<file path="src/rtl/sdram_cmd_oneshot_pkg.sv">
package sdram_cmd_oneshot_pkg;

    typedef struct packed {
        logic cs_n;
        logic ras_n;
        logic cas_n;
        logic we_n;
    } cmd_lines_t;

    localparam cmd_lines_t CMD_DESELECT = '{cs_n: 1'b1, ras_n: 1'b1, cas_n: 1'b1, we_n: 1'b1};

    // Activate, precharge and mode load: must reach the device only once.
    function automatic logic is_single_shot(cmd_lines_t c);
        logic hit;
        case ({c.ras_n, c.cas_n, c.we_n})
            3'b011, 3'b010, 3'b000: hit = 1'b1;
            default:                hit = 1'b0;
        endcase
        return hit && !c.cs_n;
    endfunction

    function automatic logic is_read(cmd_lines_t c);
        return !c.cs_n && ({c.ras_n, c.cas_n, c.we_n} == 3'b101);
    endfunction

endpackage

</file>
<file path="src/rtl/cmd_sync_chain.sv">
module cmd_sync_chain #(
    parameter int          WIDTH     = 17,
    parameter int          STAGES    = 2,
    parameter logic [WIDTH-1:0] RESET_VAL = '1
) (
    input  logic             clk,
    input  logic             rst,
    input  logic [WIDTH-1:0] d_i,
    output logic [WIDTH-1:0] q_o
);
    logic [WIDTH-1:0] stage_d [STAGES];
    logic [WIDTH-1:0] stage_q [STAGES];

    assign stage_d[0] = rst ? RESET_VAL : d_i;

    for (genvar s = 1; s < STAGES; s++) begin : g_stage
        assign stage_d[s] = rst ? RESET_VAL : stage_q[s-1];
    end

    always_ff @(posedge clk) begin
        for (int s = 0; s < STAGES; s++) begin
            stage_q[s] <= stage_d[s];
        end
    end

    assign q_o = stage_q[STAGES-1];
endmodule

</file>
<file path="src/rtl/cmd_read_guard.sv">
module cmd_read_guard #(
    parameter int CAS_LAT = 3
) (
    input  logic clk,
    input  logic rst,
    input  logic read_next_i,
    output logic guard_o
);
    localparam int CW = $clog2(CAS_LAT + 1);

    typedef struct packed {
        logic [CW-1:0] left;
    } guard_state_t;

    guard_state_t st_d, st_q;

    always_comb begin
        st_d = st_q;
        if (rst) begin
            st_d.left = '0;
        end else if (read_next_i) begin
            st_d.left = CW'(CAS_LAT);
        end else if (st_q.left != '0) begin
            st_d.left = st_q.left - 1'b1;
        end
    end

    always_ff @(posedge clk) begin
        st_q <= st_d;
    end

    assign guard_o = (st_q.left != '0);
endmodule

</file>
<file path="src/rtl/cmd_oneshot_ctrl.sv">
module cmd_oneshot_ctrl
    import sdram_cmd_oneshot_pkg::*;
#(
    parameter int ADDR_W = 13
) (
    input  logic              clk,
    input  logic              rst,
    input  cmd_lines_t        w_cmd_i,
    input  logic [ADDR_W-1:0] w_addr_i,
    input  logic              guard_i,
    output logic              read_next_o,
    output cmd_lines_t        o_cmd_o,
    output logic [ADDR_W-1:0] o_addr_o
);
    typedef struct packed {
        cmd_lines_t        cmd;
        logic [ADDR_W-1:0] addr;
    } word_t;

    typedef struct packed {
        word_t prev;
        logic  issued;
        word_t out;
    } ctrl_state_t;

    ctrl_state_t st_d, st_q;
    word_t       w_now;
    word_t       w_desel;
    logic        new_word;
    logic        blocked;
    logic        held_issued;
    logic        fire;

    always_comb begin
        w_now       = '{cmd: w_cmd_i, addr: w_addr_i};
        w_desel     = '{cmd: CMD_DESELECT, addr: w_addr_i};
        new_word    = (w_now != st_q.prev);
        blocked     = guard_i && (w_now != st_q.out);
        held_issued = new_word ? 1'b0 : st_q.issued;
        fire        = 1'b0;

        st_d      = st_q;
        st_d.prev = w_now;

        if (blocked) begin
            st_d.out = w_desel;
        end else if (is_single_shot(w_now.cmd)) begin
            fire     = !held_issued;
            st_d.out = fire ? w_now : w_desel;
        end else begin
            st_d.out = w_now;
        end
        st_d.issued = held_issued | fire;

        if (rst) begin
            st_d.prev   = '{cmd: CMD_DESELECT, addr: '0};
            st_d.out    = '{cmd: CMD_DESELECT, addr: '0};
            st_d.issued = 1'b0;
        end
    end

    always_ff @(posedge clk) begin
        st_q <= st_d;
    end

    assign read_next_o = is_read(st_d.out.cmd);
    assign o_cmd_o     = st_q.out.cmd;
    assign o_addr_o    = st_q.out.addr;
endmodule

</file>
<file path="src/rtl/sdram_cmd_oneshot.sv">
module sdram_cmd_oneshot
    import sdram_cmd_oneshot_pkg::*;
#(
    parameter int ADDR_W      = 13,
    parameter int SYNC_STAGES = 2,
    parameter int CAS_LAT     = 3
) (
    input  logic              clk_fast,
    input  logic              rst,
    input  logic              ctl_cs_n,
    input  logic              ctl_ras_n,
    input  logic              ctl_cas_n,
    input  logic              ctl_we_n,
    input  logic [ADDR_W-1:0] ctl_addr,
    output logic              mem_cs_n,
    output logic              mem_ras_n,
    output logic              mem_cas_n,
    output logic              mem_we_n,
    output logic [ADDR_W-1:0] mem_addr
);
    localparam int WORD_W = 4 + ADDR_W;
    localparam logic [WORD_W-1:0] IDLE_WORD = {4'b1111, {ADDR_W{1'b0}}};

    logic [WORD_W-1:0] in_word;
    logic [WORD_W-1:0] sync_word;
    cmd_lines_t        w_cmd;
    logic [ADDR_W-1:0] w_addr;
    cmd_lines_t        o_cmd;
    logic              guard;
    logic              read_next;

    assign in_word = {ctl_cs_n, ctl_ras_n, ctl_cas_n, ctl_we_n, ctl_addr};

    cmd_sync_chain #(
        .WIDTH    (WORD_W),
        .STAGES   (SYNC_STAGES),
        .RESET_VAL(IDLE_WORD)
    ) u_sync (
        .clk(clk_fast),
        .rst(rst),
        .d_i(in_word),
        .q_o(sync_word)
    );

    assign w_cmd  = cmd_lines_t'(sync_word[WORD_W-1 -: 4]);
    assign w_addr = sync_word[ADDR_W-1:0];

    cmd_read_guard #(
        .CAS_LAT(CAS_LAT)
    ) u_guard (
        .clk        (clk_fast),
        .rst        (rst),
        .read_next_i(read_next),
        .guard_o    (guard)
    );

    cmd_oneshot_ctrl #(
        .ADDR_W(ADDR_W)
    ) u_ctrl (
        .clk        (clk_fast),
        .rst        (rst),
        .w_cmd_i    (w_cmd),
        .w_addr_i   (w_addr),
        .guard_i    (guard),
        .read_next_o(read_next),
        .o_cmd_o    (o_cmd),
        .o_addr_o   (mem_addr)
    );

    assign mem_cs_n  = o_cmd.cs_n;
    assign mem_ras_n = o_cmd.ras_n;
    assign mem_cas_n = o_cmd.cas_n;
    assign mem_we_n  = o_cmd.we_n;
endmodule

</file>
<file path="config.mk">
export PLATFORM = sky130hd
export DESIGN_NAME = sdram_cmd_oneshot
export DESIGN_NICKNAME = d
export VERILOG_FILES = /design/src/rtl/sdram_cmd_oneshot_pkg.sv /design/src/rtl/cmd_sync_chain.sv /design/src/rtl/cmd_read_guard.sv /design/src/rtl/cmd_oneshot_ctrl.sv /design/src/rtl/sdram_cmd_oneshot.sv
export SDC_FILE = /design/constraint.sdc
export NUM_CORES = 1
export LEC_CHECK = 0
export BUFFER_PORTS_ARGS = -buffer_cell sky130_fd_sc_hd__buf_2
export CAP_MARGIN = 20
export CORE_MARGIN = 2
export CORE_UTILIZATION = 58
export CTS_CLUSTER_SIZE = 14
export DETAILED_ROUTE_END_ITERATION = 12
export GPL_TIMING_DRIVEN = 0
export PLACE_DENSITY = 0.83
export SKIP_LAST_GASP = 1
export SLEW_MARGIN = 5
export SYNTH_ARGS = -nofsm -noshare
export SYNTH_HDL_FRONTEND = slang
export SYNTH_SLANG_ARGS = --single-unit
</file>
<file path="constraint.sdc">
create_clock -name clk_fast -period 3.75 [get_ports clk_fast]
set_input_delay 0.75 -clock clk_fast [delete_from_list [all_inputs] [get_ports clk_fast]]
set_output_delay 0.75 -clock clk_fast [all_outputs]
set_load 0.01 [all_outputs]
</file>
==> key figures <==
Outcome
  • Status: complete, no violations

Clocking
  • PostCTS Resize Cnt: 0
  • Latest clock arrival within the worst-skew pair: 0.37 ns
  • CTS tree: yes
  • Hold buffer count at CTS: 0
  • Post CTS Setup Buffer Count: 0
  • Total CTS buffers: 9
  • H-tree levels: 3
  • CTS Root Cell: clkbuf_4
  • Worst-path clk slew: 0.09 ns
  • Sink Count: 58
  • Clock Path Buffers: 2

Floorplanning
  • I/O Pins: 36
  • Chip Width: 62.7 um
  • Die Y: 62.7 um
  • Row count: 21
  • Core area: 0.00334 mm^2
  • Starting Density: 60.0%
  • Die Area: 0.00394 mm^2

Worst setup path
  • CP Data Required Time: 3.00 ns
  • Reg2reg path depth: 5
  • Crit Path Class: reg2out
  • CP Launch Type: register
  • Worst-path fanout max: 2
  • Arr. time, crit path: 0.98 ns
  • Crit. End Element: primary output

Route
  • Detailed-route DRC error count: 0
  • Vias/cell: 4.54
  • First DRT Iteration DRCs: 40
  • Routed WL: 3100 um
  • Total vias in the final route: 1263
  • Number of detailed-route iterations in the first pass: 4
  • Post-route ant nets: 0
  • Wire length per cell: 11.1 um

Worst hold path
  • Min-Delay Path Class: reg2reg
  • Hold path cells: 1

Global routing
  • Total GRT Usage: 18.3%
  • First-pass GRT wire length: 5370 um
  • Met2 Usage GRT: 29.8%
  • Pin count of the biggest net entering global routing: 11
  • Met3 Resource Use GR: 6.31%
  • GRT Max-Usage Layer: met2
  • Gr ovfl total: 0
  • Met1 GRT Util: 21.6%
  • Number of global-route vias before repair: 1221
  • Initial antenna violation count: 0

Layout
  • Share of layout cells above drive strength 1: 32.8%
  • Most frequent cells in the layout: dfxtp_1 (58), nor2b_1 (40), buf_2 (34), xnor2_1 (16), buf_4 (13)
  • Fill cell count: 262
  • # diodes: 0
  • Seq. cell area: 0.00116 mm^2
  • Commonest non-fill, non-tap cell in the layout: dfxtp_1
  • Finished Layout Cells: 278
  • Multi-input combinational cell area: 697 um^2
  • Area grow syn2layout: 18.6%
  • Nets: 247

Job
  • Max-cap violations: 0

Yosys
  • Synth cell types: 26
  • Avg Inst Size Synth: 11.0 um^2
  • Yosys reg bits: 58
  • Yosys top cell area share: 58.0%
  • Largest cells by area after synthesis: dfxtp_1 (58%), nor2b_1 (13%), xnor2_1 (7.0%)
  • Top cell type by total area after synthesis: dfxtp_1
  • Yosys warning total: 0
  • Post-Syn Area: 0.00200 mm^2
  • Cells after Synth: 182
  • Syn nets: 202
  • Sequential-to-total area share from yosys stat: 58.0%

STA
  • Max Transition Viols Final: 0
  • Final setup viols: 0
  • Final Hold Violating Endpoints: 0
  • Worst Max-Slew Pin Slew: 0.478 ns
  • Headroom to the max-slew limit: 68.2%
  • Fin crit period: 1.73 ns
  • Final Skew: 0.00744 ns
  • Period utilisation layout: 46.1%
  • Unrepaired setup endpoints after global routing: no
  • Setup_tns: 0 ns
  • Max frequency: 0.579 GHz

Place
  • Hpwl dp: 2230 um
  • GPL Wtd Cong: 0.841
  • Placed insts: 262
  • # port buffers: 34

Pwr
  • VDD IR max: 357 uV
  • Pwr Total: 1.27 mW
  • Leakage: 1.06 nW
  • P per Cell Area: 533 mW/mm^2
## registers in the layout, summed over array words and instances (netlist names)
register	flops
u_guard.st_q	2
u_ctrl.st_q	18
u_ctrl.o_cmd_o	4
u_sync.stage_q	34
## Yosys cell counts
cell type	count
inv_1	6
nand3_1	4
o21ai_0	1
or2_2	10
and4_4	1
a32oi_1	1
clkbuf_1	6
xnor2_1	16
nor4_2	1
nor2_1	4
ha_1	1
buf_4	13
nor2b_1	40
dfxtp_1	58
nor3_1	1
nand2_1	1
nand4_1	3
a211oi_1	1
nand3b_1	2
nor3_2	1
o2bb2ai_1	1
o22ai_1	1
xor2_1	6
nor4_1	1
a31o_4	1
a21o_1	1
## worst max-delay path: stages, from the launching register on
cell     delay [ns]
dfxtp_1        0.38
buf_4          0.12
buf_2          0.11
## through the flow
stage          setup WS (ns)  util (%)  cell area [um^2]  hold WS, ns
5_1_grt                 1.96      71.1              2370        0.431
3_5_place_dp            1.90      66.8              2230        0.393
4_1_cts                 2.01      71.1              2370        0.413
3_3_place_gp            1.94      66.8              2230        0.392
2_1_floorplan           2.13         -              2000        0.389
6_report                2.02      71.1              2370        0.405
## worst paths after layout
path	from	to	slack, ns
setup reg to reg	u_ctrl.st_q[25]	u_ctrl.o_cmd_o[1]	2.33
hold reg to reg	u_sync.stage_q[0][14]	u_sync.stage_q[0][31]	0.41
hold / removal	u_sync.stage_q[0][14]	u_sync.stage_q[0][31]	0.41
setup / recovery	u_ctrl.st_q[21]	mem_addr[3]	2.02
## layer usage
metal	wire (um)	part of all wire [%]
met1	1330	43
met2	1580	51
met3	130	4.2
met4	47	1.5
met5	0	0
## logic make-up (layout without fill, tap and decap cells)
kind of cell             count (synthesis)  in the layout  share of synthesized area [%]
AND/OR/NAND/NOR                         69             69                           21.5
flip-flops                              58             58                           58.0
buffers and inverters                   25             75                           7.13
XOR/XNOR                                22             22                           9.63
AO/OA/AOI/OAI                            7              7                           3.06
adder cells (fa/ha/maj)                  1              1                          0.625
## area by class of cell
cell class              count  area share (%)
repair buffers             34            7.17
plain buffers              19            5.06
clock inverters             1           0.211
multi-input cells          99            29.4
flip-flops and latches     58            48.9
inverters                   6           0.949
clock buffers              15            5.90
well taps                  46            2.42
## power by group
| group | internal (mW) | switching [mW] | leakage [nW] |
|---|---|---|---|
| Sequential | 0.651 | 0.0179 | 0.477 |
| Combinational | 0.0837 | 0.0810 | 0.495 |
| Clock | 0.227 | 0.205 | 0.0824 |
| Total | 0.962 | 0.304 | 1.06 |
Note: power is estimated with default switching activity, not from simulation.
